File: config.mk
export PLATFORM = sky130hd
export DESIGN_NAME = init_seq_player
export DESIGN_NICKNAME = d
export VERILOG_FILES = /design/src/rtl/init_seq_player.sv
export SDC_FILE = /design/constraint.sdc
export NUM_CORES = 1
export LEC_CHECK = 0
export BUFFER_PORTS_ARGS = -buffer_cell sky130_fd_sc_hd__buf_2
export CORE_MARGIN = 1
export CORE_UTILIZATION = 45
export DETAILED_ROUTE_END_ITERATION = 12
export GPL_ROUTABILITY_DRIVEN = 0
export PLACE_DENSITY = 0.71
export SETUP_SLACK_MARGIN = 0.02
export SYNTH_ARGS = -nofsm -noshare
export SYNTH_HDL_FRONTEND = slang
export SYNTH_SLANG_ARGS = --single-unit
File: constraint.sdc
create_clock -name clk -period 4 [get_ports clk]
set_input_delay 0.8 -clock clk [delete_from_list [all_inputs] [get_ports clk]]
set_output_delay 0.8 -clock clk [all_outputs]
set_load 0.05 [all_outputs]
File: src/rtl/init_seq_player.sv
module init_seq_player #(
  parameter int          LEN           = 25,
  parameter logic [8*LEN-1:0] TABLE    = {8'h3A, 8'h01, 8'h55,
                                          8'h11, 8'h00,
                                          8'hDD, 8'd150,
                                          8'h2A, 8'h04, 8'h00, 8'h00, 8'h01, 8'h3F,
                                          8'h2B, 8'h04, 8'h00, 8'h00, 8'h01, 8'hDF,
                                          8'hDD, 8'd100,
                                          8'h29, 8'h00,
                                          8'hDD, 8'd30},
  parameter int          CLKS_PER_MS   = 50000,
  parameter int          STROBE_CYCLES = 2,
  parameter logic [7:0]  ESC           = 8'hDD
) (
  input  logic       clk,
  input  logic       rst_n,
  input  logic       start,
  output logic       busy,
  output logic       done,
  output logic       cs_n,
  output logic       dc,
  output logic       wr_n,
  output logic [7:0] data
);
  localparam int PW = $clog2(LEN + 3);
  localparam int TW = $clog2(CLKS_PER_MS + 1);
  localparam int SW = $clog2(STROBE_CYCLES + 1);

  typedef enum logic [2:0] {S_IDLE, S_DEC, S_LOW, S_GAP, S_WAIT} st_t;

  st_t           st;
  logic [PW-1:0] ptr;
  logic [7:0]    left;
  logic [7:0]    ms_left;
  logic [TW-1:0] tick;
  logic [SW-1:0] lo_cnt;

  function automatic logic [7:0] rom(input int idx);
    return (idx < LEN) ? TABLE[8*(LEN-1-idx) +: 8] : 8'h00;
  endfunction

  logic [7:0] cur, nxt;
  logic       has_nxt, at_end;
  assign cur     = rom(int'(ptr));
  assign nxt     = rom(int'(ptr) + 1);
  assign has_nxt = (int'(ptr) + 1) < LEN;
  assign at_end  = int'(ptr) >= LEN;

  assign busy = (st != S_IDLE);
  assign wr_n = (st != S_LOW);
  assign cs_n = !(st == S_LOW || st == S_GAP);

  always_ff @(posedge clk or negedge rst_n) begin
    if (!rst_n) begin
      st      <= S_IDLE;
      done    <= 1'b0;
      ptr     <= '0;
      left    <= '0;
      ms_left <= '0;
      tick    <= '0;
      lo_cnt  <= '0;
      data    <= '0;
      dc      <= 1'b0;
    end else begin
      case (st)
        S_IDLE: if (start) begin
          st   <= S_DEC;
          done <= 1'b0;
          ptr  <= '0;
        end
        S_DEC: begin
          if (at_end) begin
            st   <= S_IDLE;
            done <= 1'b1;
          end else if (cur == ESC) begin
            ptr     <= ptr + PW'(2);
            ms_left <= has_nxt ? nxt : 8'h00;
            tick    <= '0;
            if (has_nxt && nxt != 8'h00) st <= S_WAIT;
          end else begin
            data   <= cur;
            dc     <= 1'b0;
            left   <= has_nxt ? nxt : 8'h00;
            ptr    <= ptr + PW'(2);
            lo_cnt <= '0;
            st     <= S_LOW;
          end
        end
        S_LOW: begin
          lo_cnt <= lo_cnt + SW'(1);
          if (lo_cnt == SW'(STROBE_CYCLES - 1)) st <= S_GAP;
        end
        S_GAP: begin
          if (left != 8'h00 && !at_end) begin
            data   <= cur;
            dc     <= 1'b1;
            ptr    <= ptr + PW'(1);
            left   <= left - 8'h01;
            lo_cnt <= '0;
            st     <= S_LOW;
          end else begin
            st <= S_DEC;
          end
        end
        S_WAIT: begin
          if (tick == TW'(CLKS_PER_MS - 1)) begin
            tick    <= '0;
            ms_left <= ms_left - 8'h01;
            if (ms_left == 8'h01) st <= S_DEC;
          end else begin
            tick <= tick + TW'(1);
          end
        end
        default: st <= S_IDLE;
      endcase
    end
  end

  a_r1_burst_opens_with_cmd: assert property (@(posedge clk) disable iff (!rst_n)
    $fell(cs_n) |-> !dc);

  a_r6_bus_held_in_write: assert property (@(posedge clk) disable iff (!rst_n)
    (!cs_n && !$past(wr_n)) |-> ($stable(data) && $stable(dc)));

  a_r5_fetch_bound: assert property (@(posedge clk) disable iff (!rst_n)
    int'(ptr) <= LEN + 1);

  a_r7_start_accepted: assert property (@(posedge clk) disable iff (!rst_n)
    (!busy && start) |=> (busy && !done));

  a_r8_done_held: assert property (@(posedge clk) disable iff (!rst_n)
    (done && !start) |=> done);

  a_r8_done_not_busy: assert property (@(posedge clk) disable iff (!rst_n)
    done |-> !busy);
endmodule

==> impl_results.md, run 1 <==
- Status: completed
- Syn Nets: 576
- Largest family of logic cells by synthesized area: compound AO/OA/AOI/OAI gates
- DRT Wirelength: 11700 um
- Initial DRC Count: 520
- H-tree depth: 2
- ANT cells: 0
- Die area: around 10000 um2
- Row Count: 35
- Vias per Instance: roughly 6.3
- Clock buffer depth: 2
- Number of global-route vias before repair: around 4k
- Synth unique cells: 80
- Top-area cell type share of the netlist area: 29.2%
- Leak: roughly 2 nW
- Worst Path Class, Setup: flop to flop
- Number of buffers inserted by port buffering: 15
- Largest net degree at the start of global routing: 47
- Fillers: just under 900
- Die Wd: a little over 100 um
- Mux contribution to synthesized area: 1.43%
- Fraction of registers with async set/reset: between 90% and 100%
- Clock Sinks: 52
- Slew @ Worst Pin: 954 ps
- Synth Area in Simple Gates: 24.4%
- Peak supply drop: roughly 0.00017 V
- Setup crit start: ptr[4]
- HP Start: data[5]
- Commonest cells after routing, fill and taps aside: 63 x nand2_1, 52 x dfrtp_1, 50 x nor2_1
- Fmax: 276 MHz
- Synth Area in Compound Gates: a little under 30%
- Clock transition at path regs: ~100 ps
- Clock skew: about 6.1 ps
- Power per Cell Area: roughly 200 nW/um2
- Setup WS pre-CTS: roughly 570 ps
- Gate power share: about 1.4%
- Switching Fraction: 20.8%
- Boundary Pins: 16
- Clk network pwr share: between 40% and 50%
- Router iterations before antenna repair: 5
- Setup crit end kind: flop
- Synth area leaders: dfrtp_1 29%, nand2_1 5.3%, a21oi_1 4.6%
- Critical Path RT: 4200 ps
- Chip height: 101 um
- Avg WL per Cell: 17.0 um
- Post-CTS Setup Bufs: 0
- Sequential share of power: between 50% and 60%
- Global route overflow: 0
- Syn Std Cell Area: 4450 um2
- Max-Cap Viols: 0
- Post-CTS sizing: 0
- Synth Register Bits: 52
- Min Hold Slack: 468 ps
- Initial antenna violation count: 0
- Ys Warns: 0
- CTS tree: yes
- Share of layout cells above drive strength 1: about an eighth
- First-pass GRT wire length: just under 20000 um
- Synth Instances: between 500 and 600
- Synth Area in Adders: between 3 and 4%
- Number of hold buffers added after cts: 0
- Post-synth EDFFs: 0
- Area growth, synth to finish: 6.55%
- Hold Path Class: flop to flop
- Setup TNS: 0 ps
- Commonest non-fill, non-tap cell in the layout: nand2_1
- Reg2reg start: ptr[4]
- Worst relative slew slack: between 30% and 40%
- Xor/xnor cell area share of the yosys netlist: between 5 and 6%
- Syn_area_per_cell: slightly below 8 um2
- Final hold viol count: 0
- Net switching power: between 150 and 200 uW
- Worst EP arrival: between 3000 and 4000 ps
- Internal power: 732 uW
- Routed vias: approximately 4.3k
- CP startpoint kind: flop
- DRC viols: 0
- Final worst slack: ~370 ps
- DP Wirelength: roughly 8500 um
- RSZ-0062 raised after global routing: false
- Register area share after synthesis: between 20% and 30%
- Synth Flop Type: dfrtp_1
- Num CTS Buffers: 5
- Final max-slew violation count: 0
- Starting Density: between 40% and 50%
- Insertion delay to the later sink of the worst-skew pair: 310 ps
- Fin crit share: between 90% and 100%
- Post-layout min period: roughly 3600 ps
- Crit Path Max Fanout: 13
- Cell taking the most area after synthesis: dfrtp_1
- Nets: about 580
- Core ar.: approximately 9400 um2
- CTS Root Cell: clkbuf_8
- GRT Total Usage: approximately 24%
- Final setup vio count: 0
- Post-route ant nets: 0
final timing paths:
check	end	slack [ps]	cells after the start
worst max register to register	tick[8]	370	9
worst min-delay path	data[5]	470	2
min in group asynchronous	data[6]	630	1
worst min register to register	data[5]	470	2
worst max-delay path	tick[8]	370	9
max in group asynchronous	ms_left[4]	2650	2
worst max-delay path: stages, from the launching register on:
cell and delay [ps]:
dfrtp_1 590, ha_1 520, a21boi_1 290, nor4_1 410, nand2_1 150, o311ai_2 150, o211ai_2 240, nor3_2 410
nand3_2 300, a311o_1 430
final cells by class:
| class | instances | area [um2] | share of cell area (%) |
|---|---|---|---|
| clock buffers | 6 | 82.6 | 1.74 |
| clock inverters | 2 | 38.8 | 0.818 |
| inverters | 21 | 78.8 | 1.66 |
| multi-input cells | 447 | 2880 | 60.6 |
| flip-flops and latches | 52 | 1300 | 27.4 |
| well taps | 129 | 161 | 3.40 |
| repair buffers | 32 | 203 | 4.28 |
power groups by stage:
stage	clock network, mW	registers (mW)	logic (mW)
final	0.386	0.525	0.0131
after floorplan	0	0.536	0.000827
after global placement	0	0.536	0.0140
after CTS	0.397	0.525	0.0145
after detailed placement	0	0.536	0.0143
after global routing	0.419	0.525	0.0159
per-layer routing:
layer	part of all wire (%)	track usage, %	routed length, um
met1	46	32.9	5330
met2	46	38.7	5390
met3	5.2	3.11	613
met4	3.1	9.14	366
met5	0	0	0
cells in the mapped netlist, types with 4 or more instances:
| master | count |
|---|---|
| a22o_1 | 5 |
| nand2b_1 | 9 |
| o211ai_1 | 4 |
| xnor2_1 | 13 |
| a31oi_1 | 4 |
| inv_1 | 20 |
| a21oi_1 | 41 |
| a22oi_1 | 5 |
| o22ai_1 | 16 |
| nor2_1 | 50 |
| clkbuf_1 | 18 |
| a32oi_1 | 4 |
| nand3_1 | 17 |
| and2_1 | 4 |
| buf_1 | 4 |
| nor3_1 | 28 |
| o21ai_0 | 33 |
| nor2b_1 | 6 |
| a21o_1 | 8 |
| and3_1 | 7 |
| a31o_2 | 5 |
| ha_1 | 14 |
| nand2_1 | 63 |
| xor2_1 | 6 |
| o21ai_1 | 6 |
| nor4_1 | 6 |
| a2bb2oi_1 | 5 |
| dfrtp_1 | 52 |
| buf_2 | 11 |
| o31ai_1 | 4 |
sequential cells by signal, summed over array words and instances (netlist names):
name / count
lo_cnt: 2
ptr: 5
tick: 16
dc: 1
done: 1
st: 3
data: 8
ms_left: 8
left: 8
stage by stage:
| stage | cells | total power, mW | instance area (um2) | util (%) |
|---|---|---|---|---|
| after floorplan | 559 | 0.537 | 4450 | - |
| after global placement | 681 | 0.550 | 4620 | 49.1 |
| after detailed placement | 681 | 0.550 | 4620 | 49.1 |
| after CTS | 689 | 0.937 | 4740 | 50.4 |
| after global routing | 689 | 0.960 | 4740 | 50.4 |
| final | 689 | 0.925 | 4740 | 50.4 |
logic make-up after synthesis:
| logic type | after synthesis |
|---|---|
| xor gates and xnor gates | 22 |
| and+or+nand+nor | 219 |
| buffers and inverters | 60 |
| AOI/OAI and AO/OA | 186 |
| DFF | 52 |
| adders and majority gates | 14 |
| muxes | 6 |
Power figures use the tool's default switching activity.
==> run 2: changes to the inputs <==
--- a/config.mk
+++ b/config.mk
@@ -7,2 +7,3 @@
 export LEC_CHECK = 0
+export ABC_AREA = 1
 export BUFFER_PORTS_ARGS = -buffer_cell sky130_fd_sc_hd__buf_2
--- a/constraint.sdc
+++ b/constraint.sdc
@@ -3,2 +3,2 @@
 set_output_delay 0.8 -clock clk [all_outputs]
-set_load 0.05 [all_outputs]
+set_load 0.02 [all_outputs]
==> impl_results.md, run 2 <==
- Cell taking the most area after synthesis: dfrtp_1
- Internal power: 779 uW
- Switching Fraction: slightly above 20%
- Fmax: around 300 MHz
- Number of hold buffers added after cts: 0
- Critical Path Max Stage Delay: about 660 ps
- Reg2reg path depth: 12
- Clock buffer depth: 2
- Die Wd: 97.8 um
- Setup TNS: 0 ps
- Fraction of registers with async set/reset: 100%
- Nets: 674
- Number of buffers inserted by port buffering: 15
- Clock skew: 11.3 ps
- FF-to-FF End: data[7]
- Final max-slew violation count: 0
- Register area share after synthesis: 31.5%
- Final setup vio count: 0
- Fin cells: 766
- Syn Std Cell Area: 4130 um2
- Reg2reg start: ptr[2]
- Num CTS Buffers: 5
- Most used cell, CP: nand2_1
- Synth unique cells: 37
- Worst path cell trace: inv_2, ha_1, nand2_1, a21oi_1, a41oi_1, nand2_1, nand2_1, nand2_1, nor2_2, nand2_4, nand2_1, nand2_1
- CTS Root Cell: clkbuf_8
- Hold endpoint: data[6]
- CTS tree: yes
- Vias per Instance: between 5 and 6
- Post-CTS sizing: 0
- DRC viols: 0
- Die area: 9570 um2
- GRT Total Usage: between 20% and 30%
- Fin area: approximately 4400 um2
- Slew @ Worst Pin: 942 ps
- Worst EP arrival: between 3000 and 4000 ps
- Share of layout cells above drive strength 1: under 10%
- Post-DP Area: 4280 um2
- Sequential share of power: between 50% and 60%
- Fillers: slightly below 900
- Chip height: 97.8 um
- Setup crit start: ptr[2]
- Final Core Density: between 50% and 60%
- Router iterations before antenna repair: 5
- Post-Place Cells: roughly 760
- Leak: between 2 and 2.5 nW
- Most frequent cells after synthesis: 228 x nand2_1, 63 x nand3_1, 62 x inv_1
- Clock transition at path regs: approximately 100 ps
- Fin crit share: between 80% and 90%
- Largest register FFs: 16
- Number of global-route vias before repair: between 3k and 4k
- Final worst slack: 741 ps
- Clk network pwr share: 45.1%
- Core ar.: 8810 um2
- R2R setup slack: 740 ps
- Post-synth EDFFs: 0
- Commonest non-fill, non-tap cell in the layout: nand2_1
- Routed vias: 4243
- Initial DRC Count: between 300 and 400
- Syn_area_per_cell: approximately 6.4 um2
- Ys Warns: 0
- Crit Path Max Fanout: 17
- Synth area leaders: dfrtp_1 31%, nand2_1 21%, nand3_1 7.6%
- Worst relative slew slack: a little under two fifths
- Initial antenna violation count: 0
- HP Start: data[6]
- Critical Path RT: around 4200 ps
- Final hold viol count: 0
- Starting Density: about 47%
- Peak supply drop: between 0.0001 and 0.00015 V
- Worst Path Class, Setup: flop to flop
- Top-area cell type share of the netlist area: between 30% and 40%
- Hold Path Class: flop to flop
- Area growth, synth to finish: 6.96%
- Critical path's slowest cell: dfrtp_1
- Insertion delay to the later sink of the worst-skew pair: about 320 ps
- Net switching power: roughly 200 uW
- Post-CTS Setup Bufs: 0
- RSZ-0062 raised after global routing: false
- Row Count: 34
- Setup WS pre-CTS: roughly 830 ps
- Post-layout min period: around 3300 ps
- Largest net degree at the start of global routing: 31
- Post-route ant nets: 0
- First-pass GRT wire length: ~18000 um
- Commonest cells after routing, fill and taps aside: 228 x nand2_1, 63 x nand3_1, 62 x inv_1
- Power per Cell Area: roughly 220 nW/um2
- H-tree depth: 2
- Min Hold Slack: around 480 ps
- Largest reg by FF count: tick
- DRT Wirelength: roughly 11000 um
- Synth Instances: between 600 and 700
- Setup crit end kind: flop
- Synth Flop Type: dfrtp_1
- DP Wirelength: a little over 8000 um
- Synth Register Bits: 52
- Gate power share: under 10%
- Design Power: 981 uW
- Boundary Pins: 16
- Hold path depth: 2
- Max-Cap Viols: 0
- ANT cells: 0
- Syn Nets: 665
- CP startpoint kind: flop
- Global route overflow: 0
- Top-count cell post-synth: nand2_1
- Status: completed
- Avg WL per Cell: approximately 14 um
- Clock Sinks: between 50 and 60
## run 2: how the worst max path moves through the flow
stage / slack, ps / cells past startpoint / to
3_3_place_gp: 810 / 12 / left[4]
3_5_place_dp: 830 / 12 / left[1]
5_1_grt: 400 / 12 / left[4]
6_report: 740 / 12 / data[7]
4_1_cts: 800 / 12 / left[1]
2_1_floorplan: 1450 / 19 / tick[14]
## run 2: power groups by stage
stage / Combinational (mW) / Clock, mW / Sequential [mW]
finish: 0.0128 / 0.443 / 0.525
global route: 0.0156 / 0.470 / 0.525
CTS: 0.0138 / 0.452 / 0.525
detailed placement: 0.0139 / 0 / 0.536
global placement: 0.0138 / 0 / 0.536
floorplan: 0.000531 / 0 / 0.536
## run 2: layer usage
metal	vias up	share of wire (%)	routed length [um]	GRT usage (%)
met5	-	0	0	0
met4	0	2.5	268	7.69
met3	20	5.6	596	3.79
met2	149	46	4870	37.8
met1	1955	46	4930	31.3
li1	2119	-	-	-
## run 2: critical path: cells and delay by family (launching register included)
family | cells | cell delay [ps]
compound gates | 2 | 510
fa+ha+maj | 1 | 300
flops | 1 | 660
buf+inv | 1 | 220
simple gates | 8 | 1450
## run 2: cells by family after synthesis
kind of cell | count (synthesis) | synth area share (%)
AOI/OAI and AO/OA | 86 | 11.3
xor gates and xnor gates | 13 | 2.76
adders and majority gates | 14 | 4.24
buffers and inverters | 87 | 8.36
DFF | 52 | 31.5
and+or+nand+nor | 396 | 41.9
## run 2: area by class of cell
class	count	area (um2)	share of cell area (%)
repair buffers	17	90.1	2.04
multi-input cells	509	2490	56.2
inverters	72	270	6.11
well taps	108	135	3.06
clock inverters	3	68.8	1.56
flip-flops and latches	52	1300	29.4
clock buffers	5	68.8	1.56
==> run 3: changes to the inputs <==
clock period = 3.3 ns   (was 4 ns; I/O delays follow)
==> impl_results.md, run 3 (same netlist as run 2, synthesis figures left out) <==
- Initial DRC Count: roughly 370
- Commonest non-fill, non-tap cell in the layout: nand2_1
- Final hold viol count: 0
- Net switching power: around 250 uW
- Post-layout min period: between 3000 and 4000 ps
- R2R setup slack: just under 300 ps
- Largest reg by FF count: tick
- Reg2reg path depth: 17
- Chip height: between 90 and 100 um
- Worst Path Class, Setup: flop to flop
- Leak: around 2.3 nW
- Routed vias: between 4k and 5k
- CP startpoint kind: flop
- Post-CTS sizing: 0
- Global route overflow: 0
- GRT Total Usage: roughly a quarter
- Final setup vio count: 0
- Largest net degree at the start of global routing: 30
- Avg WL per Cell: 14.3 um
- Fmax: about 330 MHz
- FF-to-FF End: tick[8]
- Power per Cell Area: 253 nW/um2
- Reg2reg start: ptr[0]
- Min Hold Slack: 321 ps
- Number of global-route vias before repair: 3939
- Gate power share: under 10%
- RSZ-0062 raised after global routing: false
- Final max-slew violation count: 0
- Insertion delay to the later sink of the worst-skew pair: approximately 320 ps
- H-tree depth: 2
- Starting Density: a little under half
- Clock transition at path regs: between 100 and 150 ps
- Setup crit end kind: flop
- Max-Cap Viols: 0
- Clk network pwr share: 41.8%
- Area growth, synth to finish: 7.30%
- Design Power: between 1 and 1.5 mW
- Post-route ant nets: 0
- Slew @ Worst Pin: 577 ps
- Sequential share of power: a little under three fifths
- Clock Sinks: 52
- Peak supply drop: around 0.00016 V
- Largest register FFs: 16
- Critical path's slowest cell: dfrtp_1
- Critical Path RT: about 3500 ps
- Number of buffers inserted by port buffering: 15
- ANT cells: 0
- Hold Path Class: input pin to asynchronous set/reset pin
- Internal power: 869 uW
- Number of hold buffers added after cts: 0
- CTS tree: yes
- Core ar.: around 8800 um2
- Fin cells: between 700 and 800
- Share of layout cells above drive strength 1: 8.90%
- Switching Fraction: 22.5%
- DP Wirelength: around 8100 um
- Row Count: 34
- Worst Path Buf+Inv: 3
- Setup TNS: 0 ps
- Boundary Pins: 16
- Die area: 9570 um2
- DRT Wirelength: ~11000 um
- Setup WS pre-CTS: 302 ps
- Critical Path Max Stage Delay: between 500 and 600 ps
- Status: completed
- Die Wd: roughly 98 um
- Worst EP arrival: 3180 ps
- First-pass GRT wire length: ~19000 um
- Commonest cells after routing, fill and taps aside: 228 x nand2_1, 63 x nand3_1, 62 x inv_1
- Clock buffer depth: 2
- CTS Root Cell: clkbuf_8
- Crit Path Max Fanout: 16
- Nets: a little under 700
- Worst relative slew slack: 61.5%
- DRC viols: 0
- Post-Place Cells: roughly 760
- Final worst slack: about 300 ps
- Router iterations before antenna repair: 5
- Post-CTS Setup Bufs: 0
- Worst path cell trace: inv_2, ha_2, inv_2, nor2_1, nand2_1, nand2_1, inv_2, nand2_1, nand2_1, nand2_1, nand2_1, nor2_1, nand2_1, nand2_4, nand2_4, nand2_1, o21ai_0
- Vias per Instance: 5.60
- Most used cell, CP: nand2_1
- Initial antenna violation count: 0
- Fin crit share: around nine tenths
- Clock skew: around 16 ps
- Delay-heaviest family, CP: simple AND/OR/NAND/NOR gates
- Num CTS Buffers: 5
-- run 3: power by group through the flow --
stage / Combinational (mW) / Sequential, mW / Clock, mW
global placement: 0.0168 / 0.649 / 0
detailed placement: 0.0171 / 0.649 / 0
global route: 0.0190 / 0.637 / 0.494
floorplan: 0.000643 / 0.649 / 0
finish: 0.0159 / 0.637 / 0.468
CTS: 0.0172 / 0.637 / 0.468
-- run 3: stage by stage --
step                      area (um2)  util, %
after floorplan                 4130        -
after global placement          4320     49.1
after detailed placement        4320     49.1
after CTS                       4430     50.3
after global routing            4430     50.4
final                           4430     50.4
-- run 3: area by class of cell --
type	count	area (um2)
Clock buffer	6	72.6
Clock inverter	2	38.8
Fill cell	876	4370
Inverter	72	270
Multi-Input combinational cell	509	2490
Sequential cell	52	1300
Tap cell	108	135
Timing Repair Buffer	22	128
-- run 3: metal layers --
layer | vias up | part of all wire, % | GRT usage (%)
met3 | 27 | 6.8 | 3.44
li1 | 2127 | - | -
met4 | 0 | 3.0 | 9.21
met1 | 1977 | 45 | 32.4
met5 | - | 0 | 0
met2 | 190 | 46 | 38.4
-- run 3: how the worst max path moves through the flow --
| stage | startpoint | cells after the start | slack [ps] | end |
|---|---|---|---|---|
| 2_1_floorplan | ptr[0] | 19 | 750 | tick[14] |
| 3_3_place_gp | ptr[0] | 18 | 520 | dc |
| 3_5_place_dp | ptr[0] | 17 | 300 | tick[8] |
| 4_1_cts | ptr[0] | 17 | 270 | tick[8] |
| 5_1_grt | ptr[0] | 17 | 40 | tick[4] |
| 6_report | ptr[0] | 17 | 290 | tick[8] |
